$ cat config.mk
export PLATFORM = sky130hd
export DESIGN_NAME = ind_addr_gen
export DESIGN_NICKNAME = d
export VERILOG_FILES = /design/src/rtl/ind_agu_pkg.sv /design/src/rtl/ind_agu_regfile.sv /design/src/rtl/ind_agu_calc.sv /design/src/rtl/ind_agu_lane.sv /design/src/rtl/ind_addr_gen.sv
export SDC_FILE = /design/constraint.sdc
export NUM_CORES = 1
export LEC_CHECK = 0
export ABC_CLOCK_PERIOD_IN_PS = 8100
export BUFFER_PORTS_ARGS = -buffer_cell sky130_fd_sc_hd__buf_2
export CORE_AREA = 2 2 268 270
export CTS_CLUSTER_SIZE = 40
export DETAILED_ROUTE_END_ITERATION = 6
export DIE_AREA = 0 0 270 272
export HOLD_SLACK_MARGIN = 0.1
export SYNTH_ARGS = -nofsm -noshare
export SYNTH_HDL_FRONTEND = slang
export SYNTH_HIERARCHICAL = 1
export SYNTH_SLANG_ARGS = --single-unit
$ cat constraint.sdc
create_clock -name clk -period 8.1 [get_ports clk]
set_clock_uncertainty 0.2 [all_clocks]
set_input_delay 0 -clock clk [delete_from_list [all_inputs] [get_ports clk]]
set_output_delay 0 -clock clk [all_outputs]
set_load 0.03 [all_outputs]
$ cat src/rtl/ind_agu_pkg.sv
// Shared types for the indirect address generator.
// Assumes a 4-lane (32-bit) memory data bus.
package ind_agu_pkg;

    typedef enum logic [1:0] {
        SZ_BYTE_S = 2'd0,
        SZ_BYTE_U = 2'd1,
        SZ_HALF   = 2'd2,
        SZ_WIDE   = 2'd3
    } xfer_size_e;

    typedef enum logic [1:0] {
        M_PLAIN   = 2'd0,
        M_POSTINC = 2'd1,
        M_POSTDEC = 2'd2,
        M_PREDEC  = 2'd3
    } addr_mode_e;

    // Base step in bytes for a transfer size.
    function automatic logic [2:0] step_of(xfer_size_e sz);
        case (sz)
            SZ_HALF: return 3'd2;
            SZ_WIDE: return 3'd4;
            default: return 3'd1;
        endcase
    endfunction

endpackage

$ cat src/rtl/ind_agu_regfile.sv
// Register file of NGPR general registers plus one stack pointer at index NGPR.
// One external write port, one internal write-back port (priority) and two
// combinational read ports. Indices are pre-mapped by the caller.
module ind_agu_regfile #(
    parameter int AW   = 24,
    parameter int NGPR = 8,
    localparam int NREG = NGPR + 1,
    localparam int SELW = $clog2(NREG)
) (
    input  logic            clk,
    input  logic            rst_n,
    input  logic            ext_we,
    input  logic [SELW-1:0] ext_idx,
    input  logic [AW-1:0]   ext_data,
    input  logic            wb_we,
    input  logic [SELW-1:0] wb_idx,
    input  logic [AW-1:0]   wb_data,
    input  logic [SELW-1:0] rd_a_idx,
    output logic [AW-1:0]   rd_a_data,
    input  logic [SELW-1:0] rd_b_idx,
    output logic [AW-1:0]   rd_b_data
);
    logic [AW-1:0] regs [NREG];

    for (genvar g = 0; g < NREG; g++) begin : g_reg
        // Per-register update: write-back beats the external port.
        always_ff @(posedge clk) begin
            if (!rst_n)
                regs[g] <= '0;
            else if (wb_we && wb_idx == SELW'(g))
                regs[g] <= wb_data;
            else if (ext_we && ext_idx == SELW'(g))
                regs[g] <= ext_data;
        end
    end

    // Read ports; callers guarantee indices below NREG.
    always_comb begin
        rd_a_data = regs[rd_a_idx];
        rd_b_data = regs[rd_b_idx];
    end
endmodule

$ cat src/rtl/ind_agu_calc.sv
// Combinational address arithmetic: access address, write-back value,
// alignment check and byte-lane enables for one indirect access.
// Assumes AW >= 2; arithmetic wraps modulo 2^AW.
module ind_agu_calc
    import ind_agu_pkg::*;
#(
    parameter int AW = 24
) (
    input  logic [AW-1:0] base,
    input  xfer_size_e    size,
    input  addr_mode_e    mode,
    output logic [AW-1:0] eff_addr,
    output logic [AW-1:0] wb_value,
    output logic          wb_need,
    output logic          misalign,
    output logic [3:0]    lane_en
);
    logic [AW-1:0] step;
    logic [AW-1:0] up;
    logic [AW-1:0] dn;

    // Step, incremented and decremented base.
    always_comb begin
        step = AW'(step_of(size));
        up   = base + step;
        dn   = base - step;
    end

    // Mode selects address source and write-back value.
    always_comb begin
        case (mode)
            M_POSTINC: begin eff_addr = base; wb_value = up;   wb_need = 1'b1; end
            M_POSTDEC: begin eff_addr = base; wb_value = dn;   wb_need = 1'b1; end
            M_PREDEC:  begin eff_addr = dn;   wb_value = dn;   wb_need = 1'b1; end
            default:   begin eff_addr = base; wb_value = base; wb_need = 1'b0; end
        endcase
    end

    // Alignment check and lane enables on the final address.
    always_comb begin
        case (size)
            SZ_HALF: begin
                misalign = eff_addr[0];
                lane_en  = eff_addr[1] ? 4'b1100 : 4'b0011;
            end
            SZ_WIDE: begin
                misalign = |eff_addr[1:0];
                lane_en  = 4'b0111;
            end
            default: begin
                misalign = 1'b0;
                lane_en  = 4'b0001 << eff_addr[1:0];
            end
        endcase
    end
endmodule

$ cat src/rtl/ind_agu_lane.sv
// Load data extraction: picks the addressed lanes from the 32-bit read bus
// and extends to AW bits. Assumes AW >= 16.
module ind_agu_lane
    import ind_agu_pkg::*;
#(
    parameter int AW = 24
) (
    input  logic [31:0]   rdata,
    input  xfer_size_e    size,
    input  logic [1:0]    lo,
    output logic [AW-1:0] value
);
    logic [7:0]  byte_v;
    logic [15:0] half_v;

    // Lane selection.
    always_comb begin
        byte_v = rdata[8*lo +: 8];
        half_v = lo[1] ? rdata[31:16] : rdata[15:0];
    end

    // Extension by size.
    always_comb begin
        case (size)
            SZ_BYTE_S: value = {{(AW-8){byte_v[7]}}, byte_v};
            SZ_BYTE_U: value = {{(AW-8){1'b0}}, byte_v};
            SZ_HALF:   value = {{(AW-16){1'b0}}, half_v};
            default:   value = AW'(rdata[23:0]);
        endcase
    end
endmodule

$ cat src/rtl/ind_addr_gen.sv
// Indirect load/store address generator. On a start edge, reads the selected
// base, forms the access address, checks alignment, registers the memory
// request and writes the modified base back. Selector codes >= NGPR map to SP.
module ind_addr_gen
    import ind_agu_pkg::*;
#(
    parameter int AW   = 24,
    parameter int NGPR = 8,
    localparam int NREG = NGPR + 1,
    localparam int SELW = $clog2(NREG)
) (
    input  logic            clk,
    input  logic            rst_n,
    input  logic            rf_we,
    input  logic [SELW-1:0] rf_wsel,
    input  logic [AW-1:0]   rf_wdata,
    input  logic [SELW-1:0] rf_rsel,
    output logic [AW-1:0]   rf_rdata,
    input  logic            start,
    input  logic [SELW-1:0] base_sel,
    input  logic [1:0]      xfer_size,
    input  logic [1:0]      addr_mode,
    input  logic            is_store,
    output logic            mem_req,
    output logic            mem_we,
    output logic [AW-1:0]   mem_addr,
    output logic [3:0]      mem_be,
    input  logic [31:0]     mem_rdata,
    output logic [AW-1:0]   load_value,
    output logic            wb_en,
    output logic [SELW-1:0] wb_sel,
    output logic [AW-1:0]   wb_value,
    output logic            misalign
);
    localparam logic [SELW-1:0] SP_IDX = SELW'(NGPR);

    // Map a selector code to a register index.
    function automatic logic [SELW-1:0] map_idx(logic [SELW-1:0] s);
        return (s >= SP_IDX) ? SP_IDX : s;
    endfunction

    xfer_size_e    size_in, size_q;
    addr_mode_e    mode_in, mode_q;
    logic [SELW-1:0] base_idx;
    logic [AW-1:0] base_val;
    logic [AW-1:0] eff_addr, wbv;
    logic          wb_need, mis;
    logic [3:0]    lanes;
    logic          wb_now;

    // Input decode.
    always_comb begin
        size_in  = xfer_size_e'(xfer_size);
        mode_in  = addr_mode_e'(addr_mode);
        base_idx = map_idx(base_sel);
        wb_now   = start && wb_need && !mis;
    end

    ind_agu_regfile #(.AW(AW), .NGPR(NGPR)) rf_i (
        .clk       (clk),
        .rst_n     (rst_n),
        .ext_we    (rf_we),
        .ext_idx   (map_idx(rf_wsel)),
        .ext_data  (rf_wdata),
        .wb_we     (wb_now),
        .wb_idx    (base_idx),
        .wb_data   (wbv),
        .rd_a_idx  (base_idx),
        .rd_a_data (base_val),
        .rd_b_idx  (map_idx(rf_rsel)),
        .rd_b_data (rf_rdata)
    );

    ind_agu_calc #(.AW(AW)) calc_i (
        .base     (base_val),
        .size     (size_in),
        .mode     (mode_in),
        .eff_addr (eff_addr),
        .wb_value (wbv),
        .wb_need  (wb_need),
        .misalign (mis),
        .lane_en  (lanes)
    );

    // Pulse outputs: set for the one cycle after a start edge.
    always_ff @(posedge clk) begin
        if (!rst_n) begin
            mem_req  <= 1'b0;
            mem_we   <= 1'b0;
            wb_en    <= 1'b0;
            misalign <= 1'b0;
        end else begin
            mem_req  <= start && !mis;
            mem_we   <= start && !mis && is_store;
            wb_en    <= wb_now;
            misalign <= start && mis;
        end
    end

    // Held access descriptors, refreshed on each start.
    always_ff @(posedge clk) begin
        if (!rst_n) begin
            mem_addr <= '0;
            mem_be   <= '0;
            wb_value <= '0;
            wb_sel   <= '0;
            size_q   <= SZ_BYTE_S;
            mode_q   <= M_PLAIN;
        end else if (start) begin
            mem_addr <= eff_addr;
            mem_be   <= lanes;
            wb_value <= wbv;
            wb_sel   <= base_idx;
            size_q   <= size_in;
            mode_q   <= mode_in;
        end
    end

    ind_agu_lane #(.AW(AW)) lane_i (
        .rdata (mem_rdata),
        .size  (size_q),
        .lo    (mem_addr[1:0]),
        .value (load_value)
    );

    // Misalignment suppresses request and write-back.
    assert_mis_blocks_R6: assert property (@(posedge clk) disable iff (!rst_n)
        misalign |-> (!mem_req && !mem_we && !wb_en));

    // Plain mode never writes the base back.
    assert_plain_keeps_R3: assert property (@(posedge clk) disable iff (!rst_n)
        (mem_req && mode_q == M_PLAIN) |-> !wb_en);

    // Post-increment: new base is address plus step.
    assert_postinc_step_R4: assert property (@(posedge clk) disable iff (!rst_n)
        (mem_req && mode_q == M_POSTINC) |-> (wb_en && wb_value == mem_addr + AW'(step_of(size_q))));

    // Pre-decrement: new base equals the access address.
    assert_predec_same_R5: assert property (@(posedge clk) disable iff (!rst_n)
        (mem_req && mode_q == M_PREDEC) |-> (wb_en && wb_value == mem_addr));

    // 16-bit requests enable exactly two lanes, aligned.
    assert_half_lanes_R7: assert property (@(posedge clk) disable iff (!rst_n)
        (mem_req && size_q == SZ_HALF) |-> ($countones(mem_be) == 2 && !mem_addr[0]));

    // No pulse without a start on the previous edge.
    assert_idle_quiet_R9: assert property (@(posedge clk) disable iff (!rst_n)
        !start |=> (!mem_req && !wb_en && !misalign && !mem_we));
endmodule

==> flow_summary.json <==
{
  "synthesis.instances": 1572,
  "leakage_nw": 8.129,
  "dr.pass1.iters": 7,
  "groute.layer.met3.usage": 0.02980,
  "mostFrequentLayoutCell": "a22o_1",
  "crit_slowest_cell": "o31ai_1",
  "ctsHtreeMaxLevel": 2,
  "synth.yosys.warnings": 6,
  "run_status": "finished clean",
  "design.portCount": 185,
  "root_buffer": "clkbuf_16",
  "gp_congestion": 0.8604,
  "ys_seq_area_frac": 0.4402,
  "nNetsFinal": 1806,
  "worst-setup-path-type": "input pin to flop",
  "route.detailed.wl_per_inst_um": 23.47,
  "max_freq_mhz": 157.2,
  "routed_wl_mm": 63.24,
  "chip_width_um": 270,
  "core_box_area_um2": 70750,
  "syn-cell-area_um2": 17560,
  "post_route_ant_nets": 0,
  "port_buffers": 184,
  "path_cells": "dlygate4sd3_1 -> buf_2 -> nor2b_1 -> buf_4 -> nand2b_1 -> o22ai_1 -> o31ai_1 -> inv_1 -> ha_1 -> fa_1 -> o21a_1 -> inv_1 -> a21oi_1 -> nor2_1 -> and3b_1 -> nand4b_1 -> nor2_2 -> buf_4 -> a22o_1",
  "grtUsageMet2": 0.2708,
  "area.growth.synth_to_final_pct": 19.40,
  "critical_path_required_ps": 8310,
  "clk_path_buf_depth": 3,
  "hold_viol": 0,
  "most-common-layout-cells": "a22o_1, edfxtp_1, mux2i_1",
  "min_period_ps": 6360,
  "worstSkewPairLatency_ps": 560,
  "critical_path_buf_inv_count": 6,
  "post_synth.cell_area_avg_um2": 11.17,
  "grt_ovf": 0,
  "timing_worst_slew_pin_value_ps": 1437,
  "post-cts-setup-buffers": 0,
  "placement_rows": 98,
  "min-delay-path-class": "input pin to flop",
  "cts.clk_slew.worst_paths_ps": 60,
  "cts_resized": 0,
  "irDropWorstVdd_mv": 0.1107,
  "crit_family": "simple AND/OR/NAND/NOR gates",
  "synth-edff-count": 216,
  "placed_cell_area_um2": 19460,
  "max_cap_violations": 0,
  "initial_antenna_violation_count": 1,
  "clock_sinks": 278,
  "grt_max_degree": 97,
  "floorplan.die_area_um2": 73440,
  "synth_top_flop_cell": "edfxtp_1",
  "area_of_all_placed_cells_without_fillers_um2": 20960,
  "tns_ps": 0,
  "critPathLaunchType": "input pin",
  "yosys_register_bits": 278,
  "synthesis.nets": 1658,
  "design_power_total_w": 0.004103,
  "synthArstFlopShare": 0,
  "die_h_um": 272,
  "cts_tree": "built",
  "maximum_fanout_along_the_worst_path": 13,
  "global_route.peak_usage_layer": "met2",
  "finalSetupViolations": 0,
  "rsz_0062_raised_after_global_routing": "false",
  "cp_slowest_stage_delay_ps": 790,
  "route.detailed.vias_per_inst": 5.308,
  "starting_density": 0.2481,
  "post-route-period-util": 0.7852,
  "grt_util_all_layers": 0.1664,
  "slew_headroom": 0.03887,
  "grt_pass1_wl_mm": 93.08,
  "first_global_vias": 14235,
  "powerDensity_nw_per_um2": 195.7,
  "timing_max_transition_violations_final": 0,
  "crit_arrival_ps": 6570,
  "synth.lib_cells_used.distinct": 75,
  "cts_buffer_count": 34,
  "timing.hold.ws_ps": 129.8,
  "sum_of_net_half_perimeters_after_detailed_placement_mm": 41.17,
  "via_count": 14299,
  "drc_errors": 0,
  "post_route_cells_drive_above_1_share": 0.2658,
  "globalRouteMet1Util": 0.2209,
  "detail_route.iter0.violations": 1449,
  "setup.worst_path.end_class": "flop"
}
-- flip-flops by register name (all words and copies together) (netlist names) --
signal / count
size_q: 2
wb_en: 1
mem_addr: 24
mem_we: 1
wb_sel: 4
mem_req: 1
mem_be: 4
wb_value: 24
misalign: 1
rf_i/regs: 216
-- kinds of logic (layout without fill, tap and decap cells) --
group / Yosys count / count (layout) / synth area share
mux: 281 / 281 / 0.1678
simple gates: 349 / 349 / 0.1109
flops: 278 / 278 / 0.4402
compound gates: 414 / 414 / 0.1975
xor+xnor: 43 / 43 / 0.02359
other cells: 0 / 2 / 0
fa+ha+maj: 9 / 9 / 0.007269
buf+inv: 198 / 368 / 0.05281
-- path summary, 6_finish.rpt --
| kind | cells past startpoint | end | slack [ps] | start |
|---|---|---|---|---|
| hold / removal | 4 | wb_sel[1]$_SDFFE_PN0P_ | 130 | base_sel[1] |
| setup / recovery | 19 | rf_i/regs[5][17]$_DFFE_PP_ | 1740 | base_sel[3] |
| hold reg to reg | 2 | wb_sel[3]$_SDFFE_PN0P_ | 310 | wb_sel[3]$_SDFFE_PN0P_ |
| setup reg to reg | 15 | rf_i/regs[5][17]$_DFFE_PP_ | 2960 | rf_i/regs[3][0]$_DFFE_PP_ |
-- repair_timing --
action,in CTS,in global routing
hold buffers,40,0
setup endpoints to repair,0,0
endpoints found under the hold margin,265,0
-- area by class of cell --
class | count | area (um^2)
clock buffers | 44 | 973.4
diodes | 2 | 5.005
clock inverters | 14 | 126.4
repair buffers | 295 | 1869
inverters | 15 | 56.30
well taps | 950 | 1189
flip-flops and latches | 278 | 7727
multi-input cells | 1096 | 9015
fillers | 7229 | 49790
-- Yosys cell counts (4+ instances only) --
master | number | area, um^2
clkbuf_1 | 84 | 315.3
xnor2_2 | 5 | 81.33
nand2_2 | 6 | 37.54
buf_1 | 36 | 135.1
nor4_1 | 4 | 25.02
nor3_1 | 11 | 55.05
buf_8 | 5 | 75.07
a221o_1 | 8 | 80.08
nor2b_1 | 71 | 444.2
a22o_1 | 240 | 2102
xnor2_1 | 26 | 227.7
xor2_1 | 12 | 105.1
mux2i_1 | 184 | 1842
ha_1 | 7 | 87.58
nand3_1 | 40 | 200.2
o21ai_0 | 16 | 80.08
o31ai_1 | 48 | 360.4
and2_1 | 9 | 56.30
edfxtp_1 | 216 | 6486
a2111oi_4 | 4 | 110.1
buf_2 | 46 | 230.2
a22oi_1 | 5 | 37.54
a21oi_1 | 8 | 40.04
a32oi_1 | 4 | 35.03
and3b_1 | 7 | 61.31
dfxtp_1 | 62 | 1241
and3_1 | 6 | 37.54
buf_4 | 6 | 45.04
inv_1 | 13 | 48.80
nand2b_1 | 11 | 68.82
o211ai_1 | 9 | 67.56
nand2_1 | 110 | 412.9
mux2_2 | 96 | 1081
o22ai_1 | 50 | 312.8
buf_6 | 4 | 45.04
nor2_1 | 36 | 135.1
-- worst min-delay path, delay by kind of cell --
family	cells	cell delay [ps]
buffers and inverters	2	330
AND/OR/NAND/NOR	1	250
AO/OA/AOI/OAI	1	240
-- report_power, final --
part	switching, W	leakage, nW	internal [W]
sequential	0.0000486	2.76	0.00162
clock	0.000632	0.531	0.000886
combinational	0.000609	4.84	0.000307
-- per-stage QoR --
step | setup slack (ps) | util | instances
after floorplan | 3074 | - | 1572
after global placement | 1994 | 0.2750 | 2594
after global routing | 1418 | 0.2962 | 2692
final | 1740 | 0.2963 | 2694
after CTS | 1852 | 0.2962 | 2692
after detailed placement | 1846 | 0.2750 | 2594
-- metal layers --
metal,up-vias,routed length (um)
met2,713,29450
met3,110,5253
met1,7124,26770
li1,6352,-
met4,0,1764
met5,-,0
Note: power is estimated with default switching activity, not from simulation.
